==> config.mk <==
export PLATFORM = sky130hd
export DESIGN_NAME = scd_codec
export DESIGN_NICKNAME = d
export VERILOG_FILES = /design/src/rtl/scd_pkg.sv /design/src/rtl/scd_encoder.sv /design/src/rtl/scd_decoder.sv /design/src/rtl/scd_outreg.sv /design/src/rtl/scd_codec.sv
export SDC_FILE = /design/constraint.sdc
export NUM_CORES = 1
export LEC_CHECK = 0
export BUFFER_PORTS_ARGS = -buffer_cell sky130_fd_sc_hd__buf_2
export CORE_ASPECT_RATIO = 1.25
export CORE_UTILIZATION = 50
export CTS_CLUSTER_DIAMETER = 200
export DETAILED_ROUTE_END_ITERATION = 6
export GPL_ROUTABILITY_DRIVEN = 0
export GPL_TIMING_DRIVEN = 0
export PLACE_DENSITY = 0.72
export SYNTH_ARGS = -nofsm -noshare
export SYNTH_HDL_FRONTEND = slang
export SYNTH_SLANG_ARGS = --single-unit
==> constraint.sdc <==
create_clock -name clk -period 0.9 [get_ports clk]
set_clock_uncertainty 0.1 [all_clocks]
set_input_delay 0.09 -clock clk [delete_from_list [all_inputs] [get_ports clk]]
set_output_delay 0.09 -clock clk [all_outputs]
set_load 0.01 [all_outputs]
==> src/rtl/scd_pkg.sv <==
package scd_pkg;
  localparam int DATA_W = 3;
  localparam int CHK_W  = DATA_W - 1;
  localparam int WORD_W = DATA_W + CHK_W;
  localparam int NUM_CW = 1 << DATA_W;

  // check bit j pairs data bit (DATA_W-1-j) with the last data bit, odd parity
  function automatic logic [WORD_W-1:0] scd_encode(input logic [DATA_W-1:0] d);
    logic [CHK_W-1:0] c;
    for (int j = 0; j < CHK_W; j++) begin
      c[CHK_W-1-j] = ~(d[DATA_W-1-j] ^ d[0]);
    end
    return {d, c};
  endfunction
endpackage

==> src/rtl/scd_encoder.sv <==
module scd_encoder
  import scd_pkg::*;
(
  input  logic [DATA_W-1:0] data_i,
  output logic [WORD_W-1:0] word_o
);
  always_comb begin
    word_o = scd_encode(data_i);
  end
endmodule

==> src/rtl/scd_decoder.sv <==
module scd_decoder
  import scd_pkg::*;
(
  input  logic [WORD_W-1:0] word_i,
  output logic [DATA_W-1:0] data_o,
  output logic              exact_o,
  output logic              unique_o
);
  logic [NUM_CW-1:0] at_zero;
  logic [NUM_CW-1:0] at_one;
  logic [NUM_CW-1:0] cand;

  // one distance comparator per codeword
  for (genvar k = 0; k < NUM_CW; k++) begin : g_cw
    localparam logic [DATA_W-1:0] KVAL = DATA_W'(k);
    logic [WORD_W-1:0] diff;
    always_comb begin
      diff       = word_i ^ scd_encode(KVAL);
      at_zero[k] = ($countones(diff) == 0);
      at_one[k]  = ($countones(diff) == 1);
    end
  end

  logic [DATA_W-1:0] agree;
  always_comb begin
    cand  = (|at_zero) ? at_zero : at_one;
    agree = '1;
    for (int k = 0; k < NUM_CW; k++) begin
      if (cand[k]) agree = agree & DATA_W'(k);
    end
    data_o   = (|cand) ? agree : '0;
    exact_o  = |at_zero;
    unique_o = ($countones(cand) == 1);
  end
endmodule

==> src/rtl/scd_outreg.sv <==
module scd_outreg #(
  parameter int W   = 5,
  parameter bit REG = 1'b1
) (
  input  logic         clk,
  input  logic         rst_n,
  input  logic         en,
  input  logic [W-1:0] d,
  output logic [W-1:0] q
);
  if (REG) begin : g_reg
    logic [W-1:0] q_next;
    always_comb begin
      q_next = en ? d : q;
    end
    always_ff @(posedge clk or negedge rst_n) begin
      if (!rst_n) q <= '0;
      else        q <= q_next;
    end

    assert_hold_R6: assert property (@(posedge clk) disable iff (!rst_n)
      !en |=> $stable(q));
  end else begin : g_comb
    assign q = d;
  end
endmodule

==> src/rtl/scd_codec.sv <==
module scd_codec
  import scd_pkg::*;
#(
  parameter bit REG_OUT = 1'b1
) (
  input  logic              clk,
  input  logic              rst_n,
  input  logic              en,
  input  logic [DATA_W-1:0] enc_data_i,
  output logic [WORD_W-1:0] enc_word_o,
  input  logic [WORD_W-1:0] rx_word_i,
  output logic [DATA_W-1:0] dec_data_o,
  output logic              exact_o,
  output logic              unique_o
);
  logic [1:0] rst_sync;
  logic       rst_int_n;

  // asynchronous assert, synchronous release
  always_ff @(posedge clk or negedge rst_n) begin
    if (!rst_n) rst_sync <= '0;
    else        rst_sync <= {rst_sync[0], 1'b1};
  end
  assign rst_int_n = rst_sync[1];

  scd_encoder u_enc (.data_i(enc_data_i), .word_o(enc_word_o));

  logic [DATA_W-1:0] dec_data_c;
  logic              dec_exact_c;
  logic              dec_unique_c;

  scd_decoder u_dec (
    .word_i  (rx_word_i),
    .data_o  (dec_data_c),
    .exact_o (dec_exact_c),
    .unique_o(dec_unique_c)
  );

  logic [DATA_W+1:0] res_q;

  scd_outreg #(.W(DATA_W + 2), .REG(REG_OUT)) u_oreg (
    .clk  (clk),
    .rst_n(rst_int_n),
    .en   (en),
    .d    ({dec_data_c, dec_exact_c, dec_unique_c}),
    .q    (res_q)
  );

  assign dec_data_o = res_q[DATA_W+1:2];
  assign exact_o    = res_q[1] & rst_n;
  assign unique_o   = res_q[0] & rst_n;

  assert_exact_reencodes_R3: assert property (@(posedge clk) disable iff (!rst_int_n)
    dec_exact_c |-> (scd_encode(dec_data_c) == rx_word_i));

  assert_unique_near_R4: assert property (@(posedge clk) disable iff (!rst_int_n)
    (dec_unique_c && !dec_exact_c) |-> ($countones(scd_encode(dec_data_c) ^ rx_word_i) == 1));

  assert_exact_unique_R5: assert property (@(posedge clk) disable iff (!rst_int_n)
    exact_o |-> unique_o);
endmodule

; ---- Yosys cells after proc, flatten, opt, wreduce, memory -nomap -nowiden
; Cells that the tools add are included.
[totals]
out_inout_bits = 10
word_cells = 81
in_bits = 11
register_bits = 7
[op_classes]
addsub = 37
n_eq_ne = 9
reduce_logical = 10
bitwise_logic = 14
mux = 9
[op_table]
columns = operator, n
row1 = $add A32 B32 Y32, 11
row2 = $eq A32 B2 Y1 const B, 9
row3 = $add A32 B1 Y32, 8
row4 = $logic_not A32 Y1, 8
row5 = $add A1 B1 Y2, 18
row6 = $reduce_or A8 Y1, 2
row7 = $mux W3, 5
row8 = $mux W8, 1
row9 = $not A2 Y2, 4
row10 = $not A3 Y3, 2
row11 = $not A5 Y5, 1
row12 = $mux W2, 2
row13 = $not A1 Y1, 3
row14 = $and A1 B1 Y1, 2
row15 = $xor A1 B1 Y1, 2
row16 = $mux W1, 1

; ---- Longest topological paths before layout
[depth]
word_depth = 15
mapped_depth = 20
ltp_nobuf = 20

; ---- By module
; From an unflattened synthesis, not the netlist that was laid out.
[unflattened]
hier_cells = 124
area_unflattened_um2 = 1315.0
[by_module_without_submodules]
columns = module, seq_area_each_um2, cells_each, n_inst, area_each_um2
row1 = scd_decoder, 0.0, 104, 1, 1027.2
row2 = scd_outreg, 125.1, 10, 1, 181.4
row3 = scd_codec, 50.0, 5, 1, 66.3
row4 = scd_encoder, 0.0, 5, 1, 40.0

; ---- Worst setup path after synthesis
; No wires, ideal clock.
[synth_timing]
path_type = input to register
startpoint = input rx_word_i[0]
endpoint = register u_oreg.q[0]
path_buffers = 0
stages = 19
required_ns = 0.675
setup_slack_ns = -4.163
t_arrival_ns = 4.839
setup_ns = 0.125
cell_sequence = inv_1 ha_1 inv_1 fa_1 inv_1 fa_1 a22o_2 a2111oi_4 o21ba_2 inv_1 ha_1 inv_1 fa_1 fa_1 inv_1 ha_1 fa_1 nor4b_1 mux2_2
[synth_between]
elab_chain_cells = 11
word_cells_on_any_way = 53
cone_classes = 30 x add/sub / 9 x eq/ne / 1 x mux / 4 x bitwise / 9 x reduce/logical
[synth_rtl]
columns = item, line_no
row1 = from (decl), scd_codec.sv:11  ; input logic [WORD_W-1:0] rx_word_i,
row2 = $not A2 Y2 (no source line) (tied with other cells), --
row3 = $add A1 B1 Y2 (not written as such), "scd_decoder.sv:19, scd_decoder.sv:20"
row4 = $add A32 B32 Y32 (not written as such), "scd_decoder.sv:19, scd_decoder.sv:20"
row5 = $add A32 B1 Y32 (not written as such), "scd_decoder.sv:19, scd_decoder.sv:20"
row6 = $logic_not A32 Y1, scd_decoder.sv:19  ; at_zero[k] = ($countones(diff) == 0);
row7 = $reduce_or A8 Y1, scd_decoder.sv:26  ; cand = (|at_zero) ? at_zero : at_one;
row8 = $mux W8 *, scd_decoder.sv:26
row9 = $add A1 B1 Y2 (not written as such), scd_decoder.sv:33  ; unique_o = ($countones(cand) == 1);
row10 = $add A32 B32 Y32 (not written as such), scd_decoder.sv:33
row11 = $add A32 B32 Y32 (not written as such) *, scd_decoder.sv:33
row12 = $eq A32 B2 Y1 *, scd_decoder.sv:33
row13 = to (signal assigned), scd_outreg.sv:18  ; else q <= q_next;
row14 = to (decl), scd_outreg.sv:9  ; output logic [W-1:0] q
; Mark *: on every way between the ends. The rest lies on a longest branch, timed or not.
; A chain may end at the register's enable or synchronous reset.

; ---- Final worst setup path
; Ends and elaborated chain as after synthesis.

==> impl_metrics.ini <==
[clock_network]
cts_buffer_depth = 2
clock_latency_ps = 250
cts-root-buf = clkbuf_4
tritoncts = built
cts.sink_count = 7
cts-htree-levels = 1
numCtsBuffers = 3
clkTransAtPathRegs_ps = 50

[setup_path]
worstSetupStartpointType = input pin
setup.worst_path.end_class = register
arrival_ps = 4800
critPathMaxFanout = 4
r2r-end = u_oreg.q[3]$_DFFE_PN0P_
crit_type = in2reg
cp.required_ps = 1000
reg2reg_slack_ps = -30
rr_worst_depth = 2
worstReg2RegStart = u_oreg.q[3]$_DFFE_PN0P_

[sta]
rsz0062_at_grt = yes
hold_viol = 5
fin_tns_setup_ps = -13850
min_period_over_period_pct = 523
hold_ws_ps = -25.0
setup_ws_ps = -3810
setup_viol = 10
report.final.slew_viol_count = 0
fmax_mhz = 212
period_needed_ps = 4710

[outcome]
status = finished with violations
violations = hold timing, setup timing

[floorplan]
start_util_pct = 52.5
rows = 20
fp.dieW_um = 47.1
die_h_um = 58.4
ios = 21
dieArea_um2 = 2750
fp.coreArea_um2 = 2430

[grt]
grt_pass1_wl_um = 4880
antenna_found_initial = 0
grt_pass1_vias = 1154
grt_max_degree = 9
grt_util_all_layers_pct = 24.9
grt_overflow_total = 0

[worst_hold_path]
hp-class = reg2async

[placed_design]
dp_hpwl_um = 2090
io_buffers = 19
place_inst = 182

[yosys]
ys_types = 29
syn-num-nets = 179
ys_seq_area_share_pct = 13.8
ys_ff_latch = 7
netlist_instances = 130
ys.flop_type = dfrtp_1
syn_area_um2 = 1270
synth_edf_count = 0
synth_async_sr_flop_share_pct = 100
yosys_warnings = 0
syn_area_per_cell_um2 = 9.80

[routing]
first_iter_violations = 32
wl_per_cell_um = 14.9
drc = 0
viasPerCell = 4.94
wl_um = 3180
vias = 1057
ant_nets = 0
firstDrtPassIters = 4

[power]
p_sw_mw = 1.69
irDropWorstVdd_mv = 1.27
seqPwrFrac_pct = 12.1
internal-power_mw = 2.42
p_leak_nw = 0.951
power-per-cell-area_nw_per_um2 = 2080
switching_share_pct = 41.2
combPwrFrac_pct = 80.9
fin_total_pwr_mw = 4.10
clockPowerShare_pct = 6.9

[cells_and_area]
fillers = 139
layoutNonFillerInstCount = 214
syn_to_final_growth_pct = 55.0
drive_gt1_share_pct = 55.2
nets = 231
antenna_cells = 0

[run]
maxCapViolCount = 0
power groups by stage:
stage / clock network [mW] / registers [mW] / logic [mW]
2_1_floorplan: 0 / 0.467 / 1.70
3_3_place_gp: 0 / 0.480 / 2.10
3_5_place_dp: 0 / 0.487 / 2.21
4_1_cts: 0.281 / 0.491 / 3.01
5_1_grt: 0.310 / 0.510 / 3.65
6_report: 0.285 / 0.498 / 3.32
worst max-delay path by stage:
stage | from | to | slack (ps) | cells after the start
floorplan | rx_word_i[2] | u_oreg.q[0]$_DFFE_PN0P_ | -3800 | 19
global placement | rx_word_i[2] | u_oreg.q[0]$_DFFE_PN0P_ | -4420 | 20
detailed placement | rx_word_i[2] | u_oreg.q[0]$_DFFE_PN0P_ | -4450 | 20
CTS | rx_word_i[2] | u_oreg.q[0]$_DFFE_PN0P_ | -3870 | 21
global route | rx_word_i[0] | u_oreg.q[0]$_DFFE_PN0P_ | -3980 | 21
finish | rx_word_i[0] | u_oreg.q[0]$_DFFE_PN0P_ | -3810 | 21
flip-flops by register name, indices dropped and copies added (netlist names):
register	count
u_oreg.q	5
rst_sync	2
worst max-delay path, stage by stage:
cell and delay [ps]:
buf_8 90, inv_6 30, ha_4 270, buf_4 160
fa_2 400, fa_2 470, nand3_1 130, nand2_2 90
a2111oi_4 310, buf_4 210, xnor2_2 90, nor2b_1 150
ha_2 170, fa_1 480, inv_1 50, fa_1 500
inv_1 40, ha_2 160, fa_1 450, nor4b_2 280
mux2_4 200
area by class of cell:
type / count / area [um^2] / share of cell area, %
multi-input cells: 79 / 1080 / 54.6
repair buffers: 48 / 424 / 21.5
inverters: 37 / 180 / 9.13
flip-flops and latches: 7 / 175 / 8.87
plain buffers: 6 / 48.8 / 2.47
well taps: 33 / 41.3 / 2.09
clock buffers: 4 / 26.3 / 1.33
stage by stage:
stage | hold WS, ps | setup WS [ps] | utilization [%] | cell area (um^2)
after floorplan | -306 | -3800 | - | 1360
after global placement | -215 | -4420 | 61.5 | 1490
after detailed placement | -211 | -4450 | 61.5 | 1490
after CTS | -20.8 | -3870 | 76.8 | 1860
after global routing | 1.05 | -3980 | 81.3 | 1970
final | -25.0 | -3810 | 81.3 | 1970
placed cells by master (no fill, tap or decap), types with 4 or more instances in the layout:
cell,count
inv_1,27
buf_4,23
buf_6,13
fa_1,12
ha_1,12
buf_2,11
fa_2,8
dfrtp_1,7
nand3_1,5
inv_6,5
nand2_2,4
cells by family (layout without fill, tap and decap cells):
group	after synthesis	count (layout)	synth area share (%)
compound gates	14	14	10.5
simple gates	22	22	8.65
fa+ha+maj	38	38	49.1
flops	7	7	13.8
mux	1	1	0.884
buf+inv	44	95	14.7
xor+xnor	3	3	2.06
other cells	1	1	0.294
repair_timing:
action,4_1_cts,5_1_grt
endpoints found under the hold margin,7,0
gates resized for setup,42,17
setup endpoints to repair,10,10
pin swaps,25,8
hold buffers,1,0
setup buffers,21,7
cell usage after synthesis, types with 2 or more instances:
cell,count,area share (%)
inv_1,37,11
fa_1,20,31
ha_1,18,18
dfrtp_1,7,14
buf_4,6,3.5
nand2_1,6,1.8
nand3_1,6,2.4
a21oi_1,3,1.2
nor2_1,3,0.88
xnor2_1,3,2.1
a32o_1,2,1.6
and2_1,2,0.98
metal layers:
| layer | vias to the layer above | wire length (um) | global-route usage [%] |
|---|---|---|---|
| li1 | 490 | - | - |
| met1 | 519 | 1040 | 25.0 |
| met2 | 38 | 1960 | 52.4 |
| met3 | 10 | 95 | 2.15 |
| met4 | 0 | 86 | 3.27 |
| met5 | - | 0 | 0 |
Note: power is estimated with default switching activity, not from simulation.
